[src/rtl/pdly_pkg.sv]
package pdly_pkg;
  localparam int unsigned CNT_W  = 16;
  localparam int unsigned ADDR_W = 3;
  localparam int unsigned DATA_W = 32;

  typedef logic [CNT_W-1:0]  cnt_t;
  typedef logic [ADDR_W-1:0] addr_t;

  localparam addr_t ADR_CTRL = 3'd0;
  localparam addr_t ADR_MOD  = 3'd1;
  localparam addr_t ADR_DLY0 = 3'd2;
  localparam addr_t ADR_IVL  = 3'd4;
  localparam addr_t ADR_DACC = 3'd5;

  localparam int unsigned BIT_SRC_SW = 0;
  localparam int unsigned BIT_GO     = 1;
  localparam int unsigned BIT_BYPASS = 1;

  // limit reached: equal, or already beyond after a lowered limit
  function automatic logic at_limit(input cnt_t c, input cnt_t lim);
    return c >= lim;
  endfunction

  function automatic cnt_t step_wrap(input cnt_t c, input cnt_t lim);
    return at_limit(c, lim) ? '0 : cnt_t'(c + 1'b1);
  endfunction

  function automatic logic rise(input logic cur, input logic prev);
    return cur & ~prev;
  endfunction

  function automatic addr_t dly_addr(input int unsigned ch);
    return addr_t'(int'(ADR_DLY0) + int'(ch));
  endfunction
endpackage

[src/rtl/pdly_regs.sv]
module pdly_regs
  import pdly_pkg::*;
#(
  parameter int unsigned NUM_CH = 2
) (
  input  logic                    clk,
  input  logic                    rst_n,
  input  logic                    wr_en,
  input  addr_t                   wr_addr,
  input  logic [DATA_W-1:0]       wr_data,
  input  addr_t                   rd_addr,
  input  cnt_t [NUM_CH-1:0]       dly_act,
  output logic                    src_sw,
  output logic                    go_wr,
  output cnt_t                    modulus,
  output cnt_t [NUM_CH-1:0]       dly_pend,
  output cnt_t                    interval,
  output logic                    bypass,
  output logic [DATA_W-1:0]       rd_data
);
  localparam int unsigned PAD_W = DATA_W - CNT_W;

  logic wr_ctrl, wr_mod, wr_ivl, wr_dacc;
  assign wr_ctrl = wr_en && (wr_addr == ADR_CTRL);
  assign wr_mod  = wr_en && (wr_addr == ADR_MOD);
  assign wr_ivl  = wr_en && (wr_addr == ADR_IVL);
  assign wr_dacc = wr_en && (wr_addr == ADR_DACC);
  assign go_wr   = wr_ctrl && wr_data[BIT_GO];

  always_ff @(posedge clk) begin
    if (!rst_n) begin
      src_sw   <= 1'b0;
      modulus  <= '0;
      interval <= '0;
      bypass   <= 1'b0;
    end else begin
      if (wr_ctrl) src_sw   <= wr_data[BIT_SRC_SW];
      if (wr_mod)  modulus  <= wr_data[CNT_W-1:0];
      if (wr_ivl)  interval <= wr_data[CNT_W-1:0];
      if (wr_dacc) bypass   <= wr_data[BIT_BYPASS];
    end
  end

  for (genvar i = 0; i < NUM_CH; i++) begin : g_pend
    always_ff @(posedge clk) begin
      if (!rst_n) dly_pend[i] <= '0;
      else if (wr_en && (wr_addr == dly_addr(i))) dly_pend[i] <= wr_data[CNT_W-1:0];
    end
  end

  always_comb begin
    rd_data = '0;
    case (rd_addr)
      ADR_CTRL: rd_data[BIT_SRC_SW] = src_sw;
      ADR_MOD:  rd_data = {{PAD_W{1'b0}}, modulus};
      ADR_IVL:  rd_data = {{PAD_W{1'b0}}, interval};
      ADR_DACC: rd_data[BIT_BYPASS] = bypass;
      default:  rd_data = '0;
    endcase
    for (int i = 0; i < NUM_CH; i++) begin
      if (rd_addr == dly_addr(i)) rd_data = {{PAD_W{1'b0}}, dly_act[i]};
    end
  end
endmodule

[src/rtl/pdly_main_cnt.sv]
module pdly_main_cnt
  import pdly_pkg::*;
#(
  parameter int unsigned NUM_CH = 2
) (
  input  logic              clk,
  input  logic              rst_n,
  input  logic              start_evt,
  input  cnt_t              modulus,
  input  cnt_t [NUM_CH-1:0] dly_pend,
  output cnt_t [NUM_CH-1:0] dly_act,
  output logic [NUM_CH-1:0] pre_trig
);
  cnt_t cnt;
  logic running;
  logic wrap_evt;
  logic load_evt;

  assign wrap_evt = running && at_limit(cnt, modulus);
  assign load_evt = start_evt || wrap_evt;

  always_ff @(posedge clk) begin
    if (!rst_n) begin
      cnt     <= '0;
      running <= 1'b0;
    end else if (start_evt) begin
      cnt     <= '0;
      running <= 1'b1;
    end else if (running) begin
      cnt <= step_wrap(cnt, modulus);
    end
  end

  for (genvar i = 0; i < NUM_CH; i++) begin : g_ch
    always_ff @(posedge clk) begin
      if (!rst_n)        dly_act[i] <= '0;
      else if (load_evt) dly_act[i] <= dly_pend[i];
    end

    assign pre_trig[i] = running && (cnt == dly_act[i]);

    assert_single_pulse_R4: assert property (@(posedge clk) disable iff (!rst_n)
      (pre_trig[i] && !load_evt) |=> !pre_trig[i]);

    assert_active_hold_R5: assert property (@(posedge clk) disable iff (!rst_n)
      !load_evt |=> $stable(dly_act[i]));
  end

  assert_start_clears_R2: assert property (@(posedge clk) disable iff (!rst_n)
    start_evt |=> (running && cnt == '0));

  assert_wrap_zero_R3: assert property (@(posedge clk) disable iff (!rst_n)
    (wrap_evt && !start_evt) |=> (cnt == '0));
endmodule

[src/rtl/pdly_dac_path.sv]
module pdly_dac_path
  import pdly_pkg::*;
(
  input  logic clk,
  input  logic rst_n,
  input  logic start_evt,
  input  logic bypass,
  input  cnt_t interval,
  input  logic ext_in,
  output logic dac_trig
);
  cnt_t ivl_cnt;
  logic ivl_run;
  logic ivl_hit;

  assign ivl_hit = ivl_run && at_limit(ivl_cnt, interval);

  always_ff @(posedge clk) begin
    if (!rst_n || bypass) begin
      ivl_cnt <= '0;
      ivl_run <= 1'b0;
    end else if (start_evt) begin
      ivl_cnt <= '0;
      ivl_run <= 1'b1;
    end else if (ivl_run) begin
      ivl_cnt <= step_wrap(ivl_cnt, interval);
    end
  end

  assign dac_trig = bypass ? ext_in : ivl_hit;

  assert_ivl_wrap_R7: assert property (@(posedge clk) disable iff (!rst_n)
    (ivl_hit && !bypass && !start_evt) |=> (ivl_cnt == '0));

  assert_bypass_idle_R8: assert property (@(posedge clk) disable iff (!rst_n)
    bypass |=> (!ivl_run && ivl_cnt == '0));
endmodule

[src/rtl/pdly_trig_gen.sv]
module pdly_trig_gen
  import pdly_pkg::*;
#(
  parameter int unsigned NUM_CH = 2
) (
  input  logic              clk,
  input  logic              rst_n,
  input  logic              wr_en,
  input  logic [2:0]        wr_addr,
  input  logic [31:0]       wr_data,
  input  logic [2:0]        rd_addr,
  output logic [31:0]       rd_data,
  input  logic              trig_in,
  input  logic              dac_ext_in,
  output logic [NUM_CH-1:0] pre_trig,
  output logic              dac_trig
);
  logic              src_sw, go_wr, bypass;
  cnt_t              modulus, interval;
  cnt_t [NUM_CH-1:0] dly_pend, dly_act;
  logic              trig_q;
  logic              start_evt;

  always_ff @(posedge clk) begin
    if (!rst_n) trig_q <= 1'b0;
    else        trig_q <= trig_in;
  end

  assign start_evt = src_sw ? go_wr : rise(trig_in, trig_q);

  pdly_regs #(.NUM_CH(NUM_CH)) u_regs (
    .clk(clk), .rst_n(rst_n), .wr_en(wr_en), .wr_addr(wr_addr),
    .wr_data(wr_data), .rd_addr(rd_addr), .dly_act(dly_act),
    .src_sw(src_sw), .go_wr(go_wr), .modulus(modulus),
    .dly_pend(dly_pend), .interval(interval), .bypass(bypass),
    .rd_data(rd_data)
  );

  pdly_main_cnt #(.NUM_CH(NUM_CH)) u_main (
    .clk(clk), .rst_n(rst_n), .start_evt(start_evt), .modulus(modulus),
    .dly_pend(dly_pend), .dly_act(dly_act), .pre_trig(pre_trig)
  );

  pdly_dac_path u_dac (
    .clk(clk), .rst_n(rst_n), .start_evt(start_evt), .bypass(bypass),
    .interval(interval), .ext_in(dac_ext_in), .dac_trig(dac_trig)
  );

  assert_ignore_hw_R2: assert property (@(posedge clk) disable iff (!rst_n)
    (src_sw && !go_wr) |-> !start_evt);
endmodule

[config.mk]
export PLATFORM = sky130hd
export DESIGN_NAME = pdly_trig_gen
export DESIGN_NICKNAME = d
export VERILOG_FILES = /design/src/rtl/pdly_pkg.sv /design/src/rtl/pdly_regs.sv /design/src/rtl/pdly_main_cnt.sv /design/src/rtl/pdly_dac_path.sv /design/src/rtl/pdly_trig_gen.sv
export SDC_FILE = /design/constraint.sdc
export NUM_CORES = 1
export LEC_CHECK = 0
export CORE_UTILIZATION = 30
export CTS_CLUSTER_SIZE = 14
export DETAILED_ROUTE_END_ITERATION = 8
export GPL_TIMING_DRIVEN = 0
export SLEW_MARGIN = 5
export SYNTH_ARGS = -nofsm -noshare
export SYNTH_HDL_FRONTEND = slang
export SYNTH_HIERARCHICAL = 1
export SYNTH_SLANG_ARGS = --single-unit
[constraint.sdc]
create_clock -name clk -period 5 [get_ports clk]
set_input_delay 1.5 -clock clk [delete_from_list [all_inputs] [get_ports clk]]
set_output_delay 1.5 -clock clk [all_outputs]
set_load 0.005 [all_outputs]
==> impl_metrics.tcl <==
set metrics [dict create \
    drt-total-wl_um 23000 \
    cts_buffer_depth 2 \
    async_flop_share_pct 0 \
    fmax_mhz 202 \
    grt_pass1_wl_um 35700 \
    fin_skew_ns 0.0125 \
    nFillCells 2684 \
    maxCapViolations 0 \
    chipHeight_um 162 \
    antenna_found_initial 0 \
    holdPathStages 2 \
    syn_to_final_growth_pct 20.3 \
    power_density_nw_per_um2 292 \
    irDropWorstVdd_uv 209 \
    cts_tree "built" \
    arrival_ns 3.45 \
    utilization_pct 36.7 \
    start_util_pct 30.5 \
    grt_pass1_vias 6367 \
    die_x_um 162 \
    grt_max_degree 17 \
    netlist_instances 888 \
    synth_seq_area_share_pct 34.8 \
    vias 6816 \
    grt_usage_pct 18.0 \
    r2r_end "u_main/dly_act[10]" \
    cp_data_required_time_ns 3.50 \
    finalCritPeriodShare_pct 99.0 \
    netlist_area_um2 7660 \
    yosysTopAreaCell "dfxtp_1" \
    r2r-start "u_main/cnt[6]" \
    wire_per_inst_um 17.6 \
    place_inst 1277 \
    critPathLaunchType "input pin" \
    pin_count 78 \
    hold_slack_ns 0.498 \
    yosysTopAreaCellShare_pct 34.8 \
    fin_cells 1312 \
    io_buffers 44 \
    synth_cell_types 65 \
    hp-class "flip-flop to flip-flop" \
    drc_errors 0 \
    yosys_most_used_dff "dfxtp_1" \
    finalHoldViolCount 0 \
    synth_area_leaders "dfxtp_1, nand3_1, xor2_1" \
    final_nets 1046 \
    post-route-min-period_ns 4.95 \
    std_cell_rows 58 \
    critPathCaptureType "output pin" \
    root_buffer "clkbuf_16" \
    clk_latency_ns 0.43 \
    worstSetupPathType "input pin to output pin" \
    synth_edf_count 0 \
    synth_seq_cells 133 \
    worstMarginPinSlew_ns 0.515 \
    finalMaxSlewViolations 0 \
    cp_max_fo 10 \
    antenna_cells 0 \
    place.gp.congestion 0.892 \
    die_area_um2 26200 \
    critPathLaunch "rd_addr[1]" \
    yosysMostFrequentCell "dfxtp_1" \
    viasPerCell 5.20 \
    post-dp-hpwl_um 18200 \
    p_leak_nw 3.79 \
    worst-r2r-cell-count 8 \
    drt_iter0_markers 564 \
    cts_made_buffers 17 \
    ant_nets 0 \
    cts.htree.levels 4 \
    clkTransAtPathRegs_ns 0.06 \
    grt_overflow 0 \
    reg2reg_slack_ns 2.50 \
    synth_warnings 6 \
    synth_area_per_cell_um2 8.63 \
    relSlewSlack_pct 65.6 \
    drive_above_1_share_pct 13.3 \
    rsz0062_at_grt "no" \
    clkSinkCount 133 \
    core_region_area_um2 25100 \
    dr.pass1.iters 5 \
    synthTopCellsByCount "dfxtp_1, nand3_1, nand2_1" \
    status "finished clean" \
    cp-endpoint "rd_data[6]" \
    setup_violations 0 \
]
[registers in the layout (all words and copies together), names as in the netlist]
register and cells:
u_regs/bypass 1, u_main/running 1, u_regs/interval 16, u_regs/dly_pend 32, u_regs/modulus 16, trig_q 1, u_main/dly_act 32, u_main/cnt 16
u_dac/ivl_run 1, u_regs/src_sw 1, u_dac/ivl_cnt 16
[report_power, final]
group	internal, mW	switching (mW)	total, mW	leakage (nW)
Clock	0.791	0.498	1.29	0.278
Sequential	1.08	0.0224	1.10	1.07
Combinational	0.123	0.183	0.306	2.44
Total	1.99	0.703	2.70	3.79
[worst max-delay path, stage by stage]
cell             delay, ns
clkdlybuf4s50_1       0.47
and2b_2               0.31
buf_2                 0.23
a22oi_1               0.09
o22ai_1               0.27
clkdlybuf4s50_1       0.57
[kinds of logic (layout without fill, tap and decap cells)]
kind of cell | Yosys count | count (layout) | synth area share [%]
AOI/OAI and AO/OA | 192 | 192 | 18.7
xor gates and xnor gates | 59 | 59 | 6.74
adders and majority gates | 34 | 34 | 5.55
and+or+nand+nor | 325 | 325 | 22.2
other | 1 | 16 | 0.0489
buffers and inverters | 124 | 203 | 9.36
DFF | 133 | 133 | 34.8
muxes | 20 | 20 | 2.65
[layout make-up]
type,count,area (µm²),share of cell area (%)
plain buffers,86,582,6.31
clock buffers,19,433,4.70
clock inverters,13,174,1.89
inverters,38,143,1.55
multi-input cells,646,4350,47.2
flip-flops and latches,133,2660,28.9
well taps,330,413,4.48
repair buffers,47,463,5.02
[layer usage]
layer | vias to the layer above | track usage [%] | part of all wire [%]
met5 | - | 0 | 0
met2 | 254 | 26.8 | 42
li1 | 3295 | - | -
met1 | 3227 | 25.1 | 48
met4 | 0 | 6.09 | 2.4
met3 | 40 | 4.29 | 7.4
[layout by cell type, fill, tap and decap left out, drive strengths merged, types with 12 or more instances in the layout]
cell           Yosys  layout
dfxtp            133     133
nand3            107     107
nand2            106     106
o21ai             71      71
buf               53      55
xor2              54      54
clkdlybuf4s50      0      44
clkbuf            23      43
inv               38      41
ha                34      34
a41o              32      32
a21boi            32      32
nor2              27      27
nor3              25      25
mux2i             18      18
a22oi             16      16
conb               1      16
o22ai             15      15
nand4             14      14
a21oi             12      12
[metrics by stage]
stage                     setup TNS (ns)  area [µm²]  power [mW]  setup slack (ns)
after floorplan                        0        7720        1.31              1.21
after global placement                 0        8570        1.42          0.000633
after detailed placement         -0.0748        8570        1.42           -0.0199
after CTS                              0        9180        2.71            0.0446
after global routing                   0        9220        2.78            0.0251
final                                  0        9220        2.70            0.0500
[worst min path at each step]
stage                                   from  slack, ns            endpoint
after floorplan           u_regs/modulus[10]       0.45  u_regs/modulus[10]
after global placement    u_regs/dly_pend[5]       0.48  u_regs/dly_pend[5]
after detailed placement   u_regs/modulus[5]       0.49   u_regs/modulus[5]
after CTS                 u_regs/dly_pend[5]       0.50  u_regs/dly_pend[5]
after global routing      u_regs/interval[1]       0.51  u_regs/interval[1]
final                     u_regs/dly_pend[5]       0.50  u_regs/dly_pend[5]
[what timing repair did]
item / CTS / global route
buffers inserted: 0 / 3
endpoints found under the setup margin: 9 / 10
gates resized for setup: 1 / 6
hold buffers: 0 / 0
Power figures use the tool's default switching activity.
